## src/rtl/ycc_pkg.sv

```systemverilog
package ycc_pkg;

    localparam int CW = 12;

    typedef logic [CW-1:0] comp_t;

    typedef enum logic [1:0] {
        DEPTH_8  = 2'd0,
        DEPTH_10 = 2'd1,
        DEPTH_12 = 2'd2,
        DEPTH_12B = 2'd3
    } depth_e;

    typedef struct packed {
        logic  de;
        logic  hs;
        logic  vs;
        logic  odd;
        comp_t y;
        comp_t c_a;
        comp_t c_b;
    } stage_t;

    typedef struct packed {
        stage_t s1;
        stage_t s2;
        comp_t  hold;
        logic   par;
        logic   vld;
        logic   o_de;
        logic   o_hs;
        logic   o_vs;
        comp_t  o_y;
        comp_t  o_cb;
        comp_t  o_cr;
    } state_t;

    function automatic int unsigned depth_bits(input logic [1:0] code);
        case (depth_e'(code))
            DEPTH_8:  return 8;
            DEPTH_10: return 10;
            default:  return 12;
        endcase
    endfunction

    function automatic comp_t round_avg(input comp_t a, input comp_t b);
        logic [CW:0] s;
        s = {1'b0, a} + {1'b0, b} + {{CW{1'b0}}, 1'b1};
        return s[CW:1];
    endfunction

endpackage

```

## src/rtl/ycc_unpack.sv

```systemverilog
module ycc_unpack
    import ycc_pkg::*;
#(
    parameter int CHW = 12
) (
    input  logic [CHW-1:0] ch0,
    input  logic [CHW-1:0] ch1,
    input  logic [CHW-1:0] ch2,
    input  logic           mode422,
    input  logic [1:0]     depth,
    output comp_t          y,
    output comp_t          c_a,
    output comp_t          c_b
);
    localparam int NIB = 4;
    localparam int HI  = CW - NIB;

    int unsigned sh;
    comp_t       keep_mask;
    comp_t       jy;
    comp_t       jc;

    always_comb begin
        sh        = CW - depth_bits(depth);
        keep_mask = comp_t'({CW{1'b1}} << sh);
        jy        = {ch1[HI-1:0], ch0[NIB-1:0]} & keep_mask;
        jc        = {ch2[HI-1:0], ch0[2*NIB-1:NIB]} & keep_mask;
        if (mode422) begin
            y   = jy;
            c_a = jc;
            c_b = jc;
        end else begin
            y   = comp_t'(ch1[CW-1:0] << sh);
            c_a = comp_t'(ch0[CW-1:0] << sh);
            c_b = comp_t'(ch2[CW-1:0] << sh);
        end
    end

endmodule

```

## src/rtl/ycc_chroma.sv

```systemverilog
module ycc_chroma
    import ycc_pkg::*;
(
    input  logic  mode422,
    input  logic  interp,
    input  logic  cur_odd,
    input  comp_t cur_ca,
    input  comp_t cur_cb,
    input  logic  nxt_de,
    input  logic  nxt_odd,
    input  comp_t nxt_ca,
    input  logic  nx2_de,
    input  comp_t nx2_ca,
    input  comp_t hold_cb,
    output comp_t out_cb,
    output comp_t out_cr
);
    logic next_pair;

    always_comb begin
        next_pair = nxt_de & ~nxt_odd;
        if (!mode422) begin
            out_cb = cur_ca;
            out_cr = cur_cb;
        end else if (!cur_odd) begin
            out_cb = cur_ca;
            out_cr = nxt_ca;
        end else begin
            out_cb = (interp && next_pair) ? round_avg(hold_cb, nxt_ca) : hold_cb;
            out_cr = (interp && next_pair && nx2_de) ? round_avg(cur_ca, nx2_ca) : cur_ca;
        end
    end

endmodule

```

## src/rtl/ycc_upconv.sv

```systemverilog
module ycc_upconv
    import ycc_pkg::*;
#(
    parameter int CHW = 12
) (
    input  logic           clk,
    input  logic           rst_n,
    input  logic           cfg_422,
    input  logic           cfg_interp,
    input  logic [1:0]     cfg_depth,
    input  logic           in_valid,
    input  logic           in_de,
    input  logic           in_hs,
    input  logic           in_vs,
    input  logic [CHW-1:0] in_ch0,
    input  logic [CHW-1:0] in_ch1,
    input  logic [CHW-1:0] in_ch2,
    output logic           out_valid,
    output logic           out_de,
    output logic           out_hs,
    output logic           out_vs,
    output logic [11:0]    out_y,
    output logic [11:0]    out_cb,
    output logic [11:0]    out_cr
);
    state_t st_d, st_q;
    stage_t x;
    comp_t  ux_y, ux_ca, ux_cb;
    comp_t  fill_cb, fill_cr;

    ycc_unpack #(.CHW(CHW)) u_unpack (
        .ch0     (in_ch0),
        .ch1     (in_ch1),
        .ch2     (in_ch2),
        .mode422 (cfg_422),
        .depth   (cfg_depth),
        .y       (ux_y),
        .c_a     (ux_ca),
        .c_b     (ux_cb)
    );

    ycc_chroma u_chroma (
        .mode422 (cfg_422),
        .interp  (cfg_interp),
        .cur_odd (st_q.s2.odd),
        .cur_ca  (st_q.s2.c_a),
        .cur_cb  (st_q.s2.c_b),
        .nxt_de  (st_q.s1.de),
        .nxt_odd (st_q.s1.odd),
        .nxt_ca  (st_q.s1.c_a),
        .nx2_de  (x.de),
        .nx2_ca  (x.c_a),
        .hold_cb (st_q.hold),
        .out_cb  (fill_cb),
        .out_cr  (fill_cr)
    );

    always_comb begin
        x.de  = in_de;
        x.hs  = in_hs;
        x.vs  = in_vs;
        x.odd = in_de & st_q.par;
        x.y   = ux_y;
        x.c_a = ux_ca;
        x.c_b = ux_cb;

        st_d     = st_q;
        st_d.vld = in_valid;
        if (in_valid) begin
            st_d.par = in_de & ~st_q.par;
            st_d.s1  = x;
            st_d.s2  = st_q.s1;
            if (st_q.s1.odd) begin
                st_d.hold = st_q.s2.c_a;
            end
            st_d.o_de = st_q.s2.de;
            st_d.o_hs = st_q.s2.hs;
            st_d.o_vs = st_q.s2.vs;
            st_d.o_y  = st_q.s2.de ? st_q.s2.y : '0;
            st_d.o_cb = st_q.s2.de ? fill_cb   : '0;
            st_d.o_cr = st_q.s2.de ? fill_cr   : '0;
        end
    end

    always_ff @(posedge clk) begin
        if (!rst_n) begin
            st_q <= '{default: '0};
        end else begin
            st_q <= st_d;
        end
    end

    assign out_valid = st_q.vld;
    assign out_de    = st_q.o_de;
    assign out_hs    = st_q.o_hs;
    assign out_vs    = st_q.o_vs;
    assign out_y     = st_q.o_y;
    assign out_cb    = st_q.o_cb;
    assign out_cr    = st_q.o_cr;

    AST_VALID_TRACK: assert property (@(posedge clk) disable iff (!rst_n)
        in_valid |=> out_valid);
    AST_IDLE_NO_VALID: assert property (@(posedge clk) disable iff (!rst_n)
        !in_valid |=> !out_valid);
    AST_HOLD_OUT: assert property (@(posedge clk) disable iff (!rst_n)
        !in_valid |=> $stable(out_y) && $stable(out_cb) && $stable(out_cr) && $stable(out_de));
    AST_BLANK_ZERO: assert property (@(posedge clk) disable iff (!rst_n)
        in_valid && !st_q.s2.de |=> out_y == '0 && out_cb == '0 && out_cr == '0);
    AST_LINE_START_EVEN: assert property (@(posedge clk) disable iff (!rst_n)
        in_valid && in_de && !st_q.s1.de |=> !st_q.s1.odd);
    AST_PAIR_ALT: assert property (@(posedge clk) disable iff (!rst_n)
        in_valid && in_de && st_q.s1.de |=> st_q.s1.odd != $past(st_q.s1.odd));

endmodule

```

## config.mk

```make
export PLATFORM = sky130hd
export DESIGN_NAME = ycc_upconv
export DESIGN_NICKNAME = d
export VERILOG_FILES = /design/src/rtl/ycc_pkg.sv /design/src/rtl/ycc_unpack.sv /design/src/rtl/ycc_chroma.sv /design/src/rtl/ycc_upconv.sv
export SDC_FILE = /design/constraint.sdc
export NUM_CORES = 1
export LEC_CHECK = 0
export BUFFER_PORTS_ARGS = -buffer_cell sky130_fd_sc_hd__buf_2
export CORE_MARGIN = 2
export CORE_UTILIZATION = 43
export CTS_CLUSTER_SIZE = 30
export DETAILED_ROUTE_END_ITERATION = 7
export MAX_ROUTING_LAYER = met4
export PLACE_DENSITY = 0.73
export SLEW_MARGIN = 0
export SYNTH_ARGS = -nofsm -noshare
export SYNTH_HDL_FRONTEND = slang
export SYNTH_SLANG_ARGS = --single-unit
```

## constraint.sdc

```tcl
create_clock -name clk -period 2.6 [get_ports clk]
set_input_delay 0.26 -clock clk [delete_from_list [all_inputs] [get_ports clk]]
set_output_delay 0.26 -clock clk [all_outputs]
set_load 0.01 [all_outputs]
```

==> flow_summary.toml <==
[timing]
setup_viol = 0
slew_headroom_pct = 48.0
clock.fmax_ghz = 0.423
fin_skew_ps = 10.4
rsz0062_at_grt = "no"
fin_crit_sh_pct = 91.0
setup_tns_ps = 0
slew_viol_final = 0
finalCriticalPeriod_ps = 2370
finalHoldViolCount = 0
worst_slew_pin_slew_ps = 781

[worst_setup_path]
crit_fanout = 14
r2r-end = "out_cr[11]$_SDFFE_PN0P_"
end_kind = "flip-flop"
cp_data_required_time_ps = 2910
path_class = "input port to flip-flop"
worstSetupStartpointType = "input port"
ff2ff_setup_slack_ps = 300
r2r_start = "st_q[65]$_SDFFE_PN0P_"
reg2reg_depth = 9
arrival_ps = 2680

[floorplanning]
die_w_um = 137
initial_utilization_pct = 44.0
core_area_sq_mm = 0.0174
num_io_pins = 86
rows = 48
die_y_um = 137
dieArea_sq_mm = 0.0189

[clock_network]
post_cts_buffers = 0
cts_resized = 0
clockBufferDepth = 2
cts_tree = "yes"
h-tree-depth = 4
clk_pin_slew_ps = 60
cts.sinks = 133
insertion_delay_ps = 420
postCtsHoldBufs = 0
root_buffer = "clkbuf_16"
numCtsBuffers = 17

[layout]
layout_commonest_cell = "dfxtp_1"
most-common-layout-cells = "133 x dfxtp_1, 99 x nand2_1, 95 x mux2i_1"
area_delta_synth_final_pct = 15.4
fillerInstances = 1629
nNetsFinal = 1048
fin_cells = 1213
diodes = 0
drive_above_1_share_pct = 18.8

[logic_synthesis]
synth_nets = 981
yosysWarnings = 0
yosysTopAreaCellShare_pct = 34.8
synth_cell_types = 61
async_flop_share_pct = 0
syn_inst = 908
yosysSeqAreaShare_pct = 34.8
ys.flop_type = "dfxtp_1"
synth_edf_count = 0
synth_area_sq_mm = 0.00764
ys_ff_latch = 133
synth_area_leaders = "dfxtp_1 35%, mux2i_1 12%, nor2b_1 6.7%"
synth_top_area_cell = "dfxtp_1"
syn_area_per_cell_sq_um = 8.42

[run_status]
status = "completed"

[routing]
via_per_inst = 5.34
num_vias = 6481
ant_nets = 0
routedWlPerCell_um = 16.3
wl_um = 19800
drcViolationCount = 0
drt_iter0_drc = 493
drtPass1Iterations = 5

[power]
leakagePower_nw = 3.75
power.density_mw_per_mm2 = 569
ir_worst_vdd_mv = 0.468

[grt]
first_global_vias = 5879
grt-ovfl-total = 0
grt_usage_pct = 22.0
grt_pass1_wl_um = 31300
grt_max_degree = 97
antenna_found_initial = 0

[place]
place_hpwl_um = 14300
place_congestion = 0.913
placed_cells = 1181
port_buffers = 85

[hold_path]
holdPathEnd = "st_q[130]$_SDFFE_PN0P_"
min-delay-start = "in_vs"
min_path_type = "input port to flip-flop"
min_delay_path_depth = 3

[flow_run]
max_cap_violations = 0
-- Yosys cell counts (7+ instances only) --
master and number:
buf_2 15, and2_1 11, nand3_1 27, o22ai_1 8, o211ai_1 11, buf_4 38
o21a_1 7, a21boi_0 33, mux2i_1 95, a22oi_1 15, ha_1 25, clkbuf_1 35
xnor2_1 7, a21oi_1 39, nand2b_1 22, o21ai_0 69, nand2_1 99, nor2_1 34
inv_1 23, nor2b_1 82, dfxtp_1 133
-- registers in the layout, indices dropped and copies added, names as in the netlist --
signal and flops:
out_hs 1, out_vs 1, out_y 12, out_de 1, out_valid 1, st_q 93, out_cr 12, out_cb 12
-- kinds of logic after synthesis --
kind of cell / Yosys count / synth area share [%]
buf+inv: 120 / 8.12
simple gates: 299 / 19.8
fa+ha+maj: 27 / 4.62
flops: 133 / 34.8
compound gates: 220 / 18.5
mux: 97 / 12.7
xor+xnor: 12 / 1.38
-- worst max-delay path, stage by stage --
cell and delay (ps):
buf_2 250, buf_4 210, a21oi_1 60, o21ai_0 470, ha_1 370, a21o_1 180
nand3_1 80, nand2_1 80, or3_1 320, o211ai_1 160, nor2_1 80, o21a_1 160
-- how the worst max path moves through the flow --
stage / from / end / slack (ps) / cells after the start
after global routing: cfg_depth[0] / out_cr[11]$_SDFFE_PN0P_ / 5 / 15
final: cfg_depth[1] / out_cr[10]$_SDFFE_PN0P_ / 230 / 12
after CTS: cfg_depth[1] / out_cr[10]$_SDFFE_PN0P_ / 230 / 12
after floorplan: cfg_depth[0] / out_cr[11]$_SDFFE_PN0P_ / 30 / 14
after global placement: cfg_depth[1] / out_cr[10]$_SDFFE_PN0P_ / -130 / 12
after detailed placement: cfg_depth[1] / out_cr[10]$_SDFFE_PN0P_ / -210 / 12
-- layout make-up --
| cell class | count | area (sq um) | area share [%] |
|---|---|---|---|
| Multi-Input combinational cell | 655 | 4360 | 49.4 |
| Sequential cell | 133 | 2660 | 30.2 |
| Tap cell | 225 | 282 | 3.19 |
| Clock buffer | 19 | 443 | 5.02 |
| Clock inverter | 13 | 97.6 | 1.11 |
| Inverter | 24 | 90.1 | 1.02 |
| Timing Repair Buffer | 144 | 883 | 10.0 |
-- layer usage --
| layer | up-vias | global-route usage, % | wire, um | share of wire, % |
|---|---|---|---|---|
| li1 | 3250 | - | - | - |
| met1 | 3019 | 31.1 | 9810 | 50 |
| met2 | 186 | 31.6 | 8520 | 43 |
| met3 | 26 | 4.08 | 1070 | 5.4 |
| met4 | 0 | 7.22 | 411 | 2.1 |
| met5 | - | - | 0 | 0 |
-- power by group --
group,total (mW),switching [mW],internal [mW]
combinational,0.653,0.354,0.299
sequential,2.16,0.0559,2.10
clock,2.21,0.958,1.25
total,5.02,1.37,3.65
-- stage by stage --
| stage | util [%] | hold slack, ps | power [mW] | worst slack (ps) | cell area (sq um) |
|---|---|---|---|---|---|
| global route | 50.8 | 91.2 | 5.21 | 4.92 | 8820 |
| global placement | 47.7 | 437 | 2.84 | -126 | 8280 |
| CTS | 50.8 | 88.3 | 5.05 | 230 | 8820 |
| floorplan | - | 423 | 2.60 | 27.6 | 7640 |
| finish | 50.8 | 92.0 | 5.02 | 234 | 8820 |
| detailed placement | 47.7 | 435 | 2.84 | -208 | 8280 |
No activity file was read; power rests on OpenSTA's default activity.
